[src/rtl/pdseq_pkg.sv]
// Shared types for the power-down sequencer.
package pdseq_pkg;

    // Per-output stop state
    typedef enum logic [1:0] {
        LANE_RUN    = 2'd0,
        LANE_WAIT   = 2'd1,
        LANE_PARKED = 2'd2
    } lane_state_t;

endpackage

[src/rtl/pdseq_sync.sv]
// Multi-stage synchroniser for one asynchronous bit.
// Assumes: STAGES >= 1; RST_VAL is the inactive level of the input.
module pdseq_sync #(
    parameter int STAGES  = 2,
    parameter bit RST_VAL = 1'b1
) (
    input  logic clk,
    input  logic rst_n,
    input  logic async_i,
    output logic sync_o
);
    logic [STAGES-1:0] chain_q;

    // Shift the asynchronous input through the chain
    always_ff @(posedge clk) begin
        if (!rst_n) begin
            chain_q <= {STAGES{RST_VAL}};
        end else if (STAGES == 1) begin
            chain_q[0] <= async_i;
        end else begin
            chain_q <= {chain_q[STAGES-2:0], async_i};
        end
    end

    assign sync_o = chain_q[STAGES-1];
endmodule

[src/rtl/pdseq_ctrl.sv]
// Pin role tracking, power-down acceptance and oscillator sequencing.
// Assumes: pin_s is already synchronised; ref_lvl is a clock level sampled here.
module pdseq_ctrl #(
    parameter int ACCEPT_EDGES = 2
) (
    input  logic clk,
    input  logic rst_n,
    input  logic pin_s,
    input  logic ref_lvl,
    input  logic all_parked,
    output logic pg_done,
    output logic pd_req,
    output logic pd_acc,
    output logic osc_on
);
    localparam int CW = $clog2(ACCEPT_EDGES + 1);
    localparam logic [CW-1:0] CNT_FULL = CW'(ACCEPT_EDGES);

    logic          ref_q, ref_p;
    logic          ref_rise;
    logic [CW-1:0] acc_cnt;

    assign pd_req   = pg_done & pin_s;
    assign ref_rise = ref_q & ~ref_p;
    assign pd_acc   = (acc_cnt == CNT_FULL);

    // Latch that the power-good phase has ended (pin seen low)
    always_ff @(posedge clk) begin
        if (!rst_n) pg_done <= 1'b0;
        else        pg_done <= pg_done | ~pin_s;
    end

    // Sample the reference clock and keep its previous level for edge detection
    always_ff @(posedge clk) begin
        if (!rst_n) begin
            ref_q <= 1'b0;
            ref_p <= 1'b0;
        end else begin
            ref_q <= ref_lvl;
            ref_p <= ref_q;
        end
    end

    // Count reference rising edges seen while the request stays high
    always_ff @(posedge clk) begin
        if (!rst_n)                              acc_cnt <= '0;
        else if (!pd_req)                        acc_cnt <= '0;
        else if (ref_rise && acc_cnt != CNT_FULL) acc_cnt <= acc_cnt + 1'b1;
    end

    // Oscillators go off only once every output is parked under power-down
    always_ff @(posedge clk) begin
        if (!rst_n) osc_on <= 1'b1;
        else        osc_on <= ~(pd_acc & all_parked);
    end
endmodule

[src/rtl/pdseq_lane.sv]
// Stop/restart state machine for one clock output.
// Assumes: src_i is a clock level slow enough to be sampled by clk.
// STOP_ON_RISE=0 stops on a source fall; 1 stops on a source rise
// (the falling edge of the complement phase of a differential output).
module pdseq_lane
    import pdseq_pkg::*;
#(
    parameter bit STOP_ON_RISE = 1'b0
) (
    input  logic clk,
    input  logic rst_n,
    input  logic src_i,
    input  logic stop_i,
    input  logic resume_i,
    output logic lvl_o,
    output logic parked_o
);
    logic        s_q, s_p;
    logic        edge_hit;
    lane_state_t st;

    assign edge_hit = STOP_ON_RISE ? (s_q & ~s_p) : (s_p & ~s_q);
    assign lvl_o    = s_q;
    assign parked_o = (st == LANE_PARKED);

    // Sample the source and keep one cycle of history
    always_ff @(posedge clk) begin
        if (!rst_n) begin
            s_q <= 1'b0;
            s_p <= 1'b0;
        end else begin
            s_q <= src_i;
            s_p <= s_q;
        end
    end

    // Move between running, waiting for the stop edge and parked
    always_ff @(posedge clk) begin
        if (!rst_n) begin
            st <= LANE_RUN;
        end else begin
            unique case (st)
                LANE_RUN:    if (stop_i) st <= LANE_WAIT;
                LANE_WAIT:   if (!stop_i) st <= LANE_RUN;
                             else if (edge_hit) st <= LANE_PARKED;
                LANE_PARKED: if (!stop_i && resume_i && edge_hit) st <= LANE_RUN;
                default:     st <= LANE_RUN;
            endcase
        end
    end
endmodule

[src/rtl/pdseq_top.sv]
// Power-down sequencer for a multi-output clock generator.
// Assumes: every clock input is a level sampled by clk at least 4x its rate;
// bit i of df_mode belongs to differential output i.
module pdseq_top #(
    parameter int NUM_SE       = 3,
    parameter int NUM_DIFF     = 3,
    parameter int SYNC_STAGES  = 2,
    parameter int ACCEPT_EDGES = 2
) (
    input  logic                clk,
    input  logic                rst_n,
    input  logic                pd_pin,
    input  logic                ref_cpu_c,
    input  logic [NUM_SE-1:0]   se_src,
    input  logic [NUM_DIFF-1:0] df_src,
    input  logic [NUM_DIFF-1:0] df_mode,
    input  logic                pll_lock,
    output logic [NUM_SE-1:0]   se_out,
    output logic [NUM_DIFF-1:0] df_t,
    output logic [NUM_DIFF-1:0] df_c,
    output logic [NUM_DIFF-1:0] df_t_oe,
    output logic [NUM_DIFF-1:0] df_c_oe,
    output logic                vco_en,
    output logic                xo_en,
    output logic                all_parked
);
    localparam int NUM_LANES = NUM_SE + NUM_DIFF;

    logic                 pin_s;
    logic                 pg_done, pd_req, pd_acc, osc_on;
    logic                 resume_ok;
    logic [NUM_LANES-1:0] parked;
    logic [NUM_SE-1:0]    se_lvl;
    logic [NUM_DIFF-1:0]  df_lvl;

    pdseq_sync #(.STAGES(SYNC_STAGES), .RST_VAL(1'b1)) u_sync (
        .clk(clk), .rst_n(rst_n), .async_i(pd_pin), .sync_o(pin_s)
    );

    pdseq_ctrl #(.ACCEPT_EDGES(ACCEPT_EDGES)) u_ctrl (
        .clk(clk), .rst_n(rst_n), .pin_s(pin_s), .ref_lvl(ref_cpu_c),
        .all_parked(all_parked), .pg_done(pg_done), .pd_req(pd_req),
        .pd_acc(pd_acc), .osc_on(osc_on)
    );

    assign resume_ok  = osc_on & pll_lock;
    assign all_parked = &parked;
    assign vco_en     = osc_on;
    assign xo_en      = osc_on;

    // Single-ended lanes: stop on source fall, park low
    for (genvar gi = 0; gi < NUM_SE; gi++) begin : g_se
        pdseq_lane #(.STOP_ON_RISE(1'b0)) u_lane (
            .clk(clk), .rst_n(rst_n), .src_i(se_src[gi]), .stop_i(pd_acc),
            .resume_i(resume_ok), .lvl_o(se_lvl[gi]), .parked_o(parked[gi])
        );
        assign se_out[gi] = se_lvl[gi] & ~parked[gi];
    end

    // Differential lanes: stop on complement fall, park per mode bit
    for (genvar gd = 0; gd < NUM_DIFF; gd++) begin : g_df
        pdseq_lane #(.STOP_ON_RISE(1'b1)) u_lane (
            .clk(clk), .rst_n(rst_n), .src_i(df_src[gd]), .stop_i(pd_acc),
            .resume_i(resume_ok), .lvl_o(df_lvl[gd]), .parked_o(parked[NUM_SE+gd])
        );
        assign df_t[gd]    = parked[NUM_SE+gd] | df_lvl[gd];
        assign df_c[gd]    = ~parked[NUM_SE+gd] & ~df_lvl[gd];
        assign df_t_oe[gd] = ~(parked[NUM_SE+gd] & pd_acc & df_mode[gd]);
        assign df_c_oe[gd] = ~(parked[NUM_SE+gd] & pd_acc);
    end
endmodule

[config.mk]
export PLATFORM = sky130hd
export DESIGN_NAME = pdseq_top
export DESIGN_NICKNAME = d
export VERILOG_FILES = /design/src/rtl/pdseq_pkg.sv /design/src/rtl/pdseq_sync.sv /design/src/rtl/pdseq_ctrl.sv /design/src/rtl/pdseq_lane.sv /design/src/rtl/pdseq_top.sv
export SDC_FILE = /design/constraint.sdc
export NUM_CORES = 1
export LEC_CHECK = 0
export BUFFER_PORTS_ARGS = -buffer_cell sky130_fd_sc_hd__buf_2
export CORE_UTILIZATION = 37
export DETAILED_ROUTE_END_ITERATION = 12
export MAX_ROUTING_LAYER = met4
export SYNTH_ARGS = -nofsm -noshare
export SYNTH_HDL_FRONTEND = slang
export SYNTH_HIERARCHICAL = 1
export SYNTH_SLANG_ARGS = --single-unit
[constraint.sdc]
create_clock -name clk -period 1.5 [get_ports clk]
set_input_delay 0 -clock clk [delete_from_list [all_inputs] [get_ports clk]]
set_output_delay 0 -clock clk [all_outputs]
set_load 0.01 [all_outputs]
==> flow_summary.html <==
<table>
<tr><th>Metric</th><th>Value</th></tr>
<tr><th colspan="2">Cells and area</th></tr>
<tr><td>Count of antenna diodes in the layout</td><td>0</td></tr>
<tr><td>Filler-free cell count of the finished design</td><td>221</td></tr>
<tr><td>Layout Nets</td><td>189</td></tr>
<tr><td>Fraction of layout cells with a size suffix above 1</td><td>34.86%</td></tr>
<tr><td>Summed area of non-filler cells in the final layout</td><td>1695 um2</td></tr>
<tr><td>Layout overhead on the synthesized area</td><td>26.52%</td></tr>
<tr><td>Core occupancy in the finished layout</td><td>49.63%</td></tr>
<tr><th colspan="2">Route</th></tr>
<tr><td>Antenna Violating Nets Remaining</td><td>0</td></tr>
<tr><td>Number of vias after detailed routing</td><td>1047</td></tr>
<tr><td>Via density</td><td>4.738</td></tr>
<tr><td>Average routed wire per standard cell</td><td>10.81 um</td></tr>
<tr><td>Total wire length</td><td>2.390 mm</td></tr>
<tr><td>Starting DRC count in detailed routing</td><td>23</td></tr>
<tr><td>Number of detailed-routing iterations run before antenna repair</td><td>4</td></tr>
<tr><td>Number of design rule violations left after detail routing</td><td>0</td></tr>
<tr><th colspan="2">Synthesis</th></tr>
<tr><td>Average size of a mapped cell</td><td>10.47 um2</td></tr>
<tr><td>Synthesized netlist cell count</td><td>128</td></tr>
<tr><td>Post-synth net total</td><td>143</td></tr>
<tr><td>Syn Std Cell Area</td><td>1340 um2</td></tr>
<tr><td>Yosys warning count</td><td>6</td></tr>
<tr><th colspan="2">STA</th></tr>
<tr><td>Time the final worst path needs with I/O delays and setup</td><td>1.367 ns</td></tr>
<tr><td>Hold violation total from the final report</td><td>0</td></tr>
<tr><td>Slew at the pin closest to its max-slew limit</td><td>0.4815 ns</td></tr>
<tr><td>Max transition margin</td><td>67.90%</td></tr>
<tr><td>Final-report max-slew violation count</td><td>0</td></tr>
<tr><td>Setup Viol. Count Final</td><td>0</td></tr>
<tr><td>RSZ-0062 raised after global routing</td><td>false</td></tr>
<tr><td>TNS Setup</td><td>0 ns</td></tr>
<tr><td>Share of the cycle needed by the critical path after routing</td><td>91.12%</td></tr>
<tr><td>Fin Clk Skew</td><td>0.006308 ns</td></tr>
<tr><td>Fmax achieved</td><td>0.7316 GHz</td></tr>
<tr><th colspan="2">Power and ir drop</th></tr>
<tr><td>Max VDD drop</td><td>0.5020 mV</td></tr>
<tr><td>Leakage</td><td>0.6448 nW</td></tr>
<tr><td>Areal power density over the cells</td><td>882.1 nW/um2</td></tr>
<tr><th colspan="2">Worst setup path</th></tr>
<tr><td>Endpoint kind of the worst setup timing path</td><td>output port</td></tr>
<tr><td>Crit path arrival time</td><td>1.37 ns</td></tr>
<tr><td>Crit-path max FO</td><td>25</td></tr>
<tr><td>Critical Path Start Type</td><td>flip-flop</td></tr>
<tr><td>Worst endpoint required time</td><td>1.50 ns</td></tr>
<tr><td>Category of the critical setup timing path</td><td>reg2out</td></tr>
<tr><th colspan="2">Clocking</th></tr>
<tr><td>CTS Buf Count</td><td>5</td></tr>
<tr><td>TritonCTS clock tree</td><td>yes</td></tr>
<tr><td>Buffer depth of the longest clock path</td><td>2</td></tr>
<tr><td>Clk_lat worst skew</td><td>0.32 ns</td></tr>
<tr><td>Clk sinks</td><td>32</td></tr>
<tr><td>Number of post-CTS setup repair buffers</td><td>0</td></tr>
<tr><td>Cell chosen for the clock root</td><td>sky130_fd_sc_hd__clkbuf_4</td></tr>
<tr><td>H-tree levels</td><td>2</td></tr>
<tr><td>Clock-pin transition on the worst setup and hold timing paths</td><td>0.09 ns</td></tr>
<tr><th colspan="2">Place</th></tr>
<tr><td>RePlAce Congestion</td><td>0.6438</td></tr>
<tr><td>Placed cell area</td><td>1553 um2</td></tr>
<tr><td>Number of port buffers</td><td>31</td></tr>
<tr><td>Cell total after placement</td><td>205</td></tr>
<tr><td>HPWL Detailed</td><td>1.650 mm</td></tr>
<tr><th colspan="2">Die</th></tr>
<tr><td>Top-level port count</td><td>32</td></tr>
<tr><td>Floorplan die height</td><td>62.18 um</td></tr>
<tr><td>Core Area</td><td>3416 um2</td></tr>
<tr><td>Die width</td><td>62.18 um</td></tr>
<tr><td>Placement Rows</td><td>21</td></tr>
<tr><td>Die outline area</td><td>3866 um2</td></tr>
<tr><td>Initial core utilization</td><td>39.23%</td></tr>
<tr><th colspan="2">GRT</th></tr>
<tr><td>Met2 Track Usage GR</td><td>23.63%</td></tr>
<tr><td>Gr usage total</td><td>14.43%</td></tr>
<tr><td>Met1 usage</td><td>15.15%</td></tr>
<tr><td>Gr busiest metal</td><td>met2</td></tr>
<tr><td>Global-route track usage on met3</td><td>6.250%</td></tr>
<tr><td>Largest net degree at the start of global routing</td><td>35</td></tr>
<tr><td>Aggregate global routing overflow</td><td>0</td></tr>
<tr><td>Via count of the first global-routing pass</td><td>981</td></tr>
<tr><td>Antenna violations before repair</td><td>0</td></tr>
<tr><td>Global-route wire length before repair</td><td>4.160 mm</td></tr>
<tr><th colspan="2">Run status</th></tr>
<tr><td>Run status</td><td>completed</td></tr>
<tr><th colspan="2">Hold path</th></tr>
<tr><td>Class of the worst hold path</td><td>in2reg</td></tr>
<tr><th colspan="2">Job</th></tr>
<tr><td>Number of max-capacitance violations reported</td><td>0</td></tr>
</table>
[cell usage in the layout, fill, tap and decap left out, drive strengths merged, types with 7 or more instances in the layout]
master and instances:
a21boi 7, and2 15, buf 32, clkbuf 8, dfxtp 32, dlygate4sd3 8, nand2 10, nand4b 8
nor2b 15
[registers in the layout (all words and copies together), names as in the netlist, 2 cells and up]
name and count:
g_df.u_lane/st 6, u_ctrl/acc_cnt 2, u_sync/chain_q 2, g_df.u_lane/lvl_o 3, g_se.u_lane/s_p 3, g_df.u_lane/s_p 3, g_se.u_lane/st 6, g_se.u_lane/lvl_o 3
[final timing paths]
path / start / to / slack, ns / depth (start not counted)
min reg2reg: u_sync/chain_q[0] / u_sync/chain_q[1] / 0.42 / 1
min: rst_n / u_sync/chain_q[0] / 0.09 / 2
max: u_ctrl/acc_cnt[0] / df_t_oe[0] / 0.13 / 5
max reg2reg: u_ctrl/acc_cnt[0] / u_ctrl/acc_cnt[0] / 0.23 / 4
[stage by stage]
step | hold slack (ns) | setup slack, ns | total power [mW]
final | 0.09180 | 0.1332 | 1.495
after floorplan | 0.07304 | 0.05002 | 0.9619
after CTS | 0.09407 | 0.05604 | 1.527
after global placement | 0.1835 | 0.3266 | 1.007
after detailed placement | 0.1854 | 0.2537 | 1.010
after global routing | 0.1131 | 0.02392 | 1.593
[where the power goes]
| part | internal [mW] | leakage (nW) | total (mW) | switching (mW) |
|---|---|---|---|---|
| Sequential | 0.871 | 0.261 | 0.887 | 0.0161 |
| Clock | 0.231 | 0.0326 | 0.492 | 0.261 |
| Combinational | 0.0705 | 0.351 | 0.116 | 0.0455 |
| Total | 1.17 | 0.645 | 1.50 | 0.323 |
[cell type report]
| class | instances | area [um2] |
|---|---|---|
| Sequential cell | 32 | 640.6 |
| Fill cell | 348 | 1720 |
| Timing Repair Buffer | 40 | 246.5 |
| Clock buffer | 8 | 58.81 |
| Inverter | 5 | 18.77 |
| Multi-Input combinational cell | 90 | 673.1 |
| Tap cell | 46 | 57.56 |
[worst max-delay path, stage by stage (launching register included)]
cell and delay, ns:
sky130_fd_sc_hd__dfxtp_1 0.34, sky130_fd_sc_hd__inv_1 0.07, sky130_fd_sc_hd__ha_1 0.19, sky130_fd_sc_hd__buf_6 0.21, sky130_fd_sc_hd__nand3_1 0.09, sky130_fd_sc_hd__buf_2 0.14
[timing repair]
action / CTS / global route
setup endpoints to repair: 0 / 6
hold endpoints to repair: 8 / 0
resized for setup: 0 / 1
hold buffers: 8 / 0
[metal layers]
| metal | vias to the layer above | part of all wire [%] |
|---|---|---|
| li1 | 542 | - |
| met1 | 475 | 44 |
| met2 | 25 | 50 |
| met3 | 5 | 5.1 |
| met4 | 0 | 1.1 |
| met5 | - | 0 |
No activity file was read; power rests on OpenSTA's default activity.
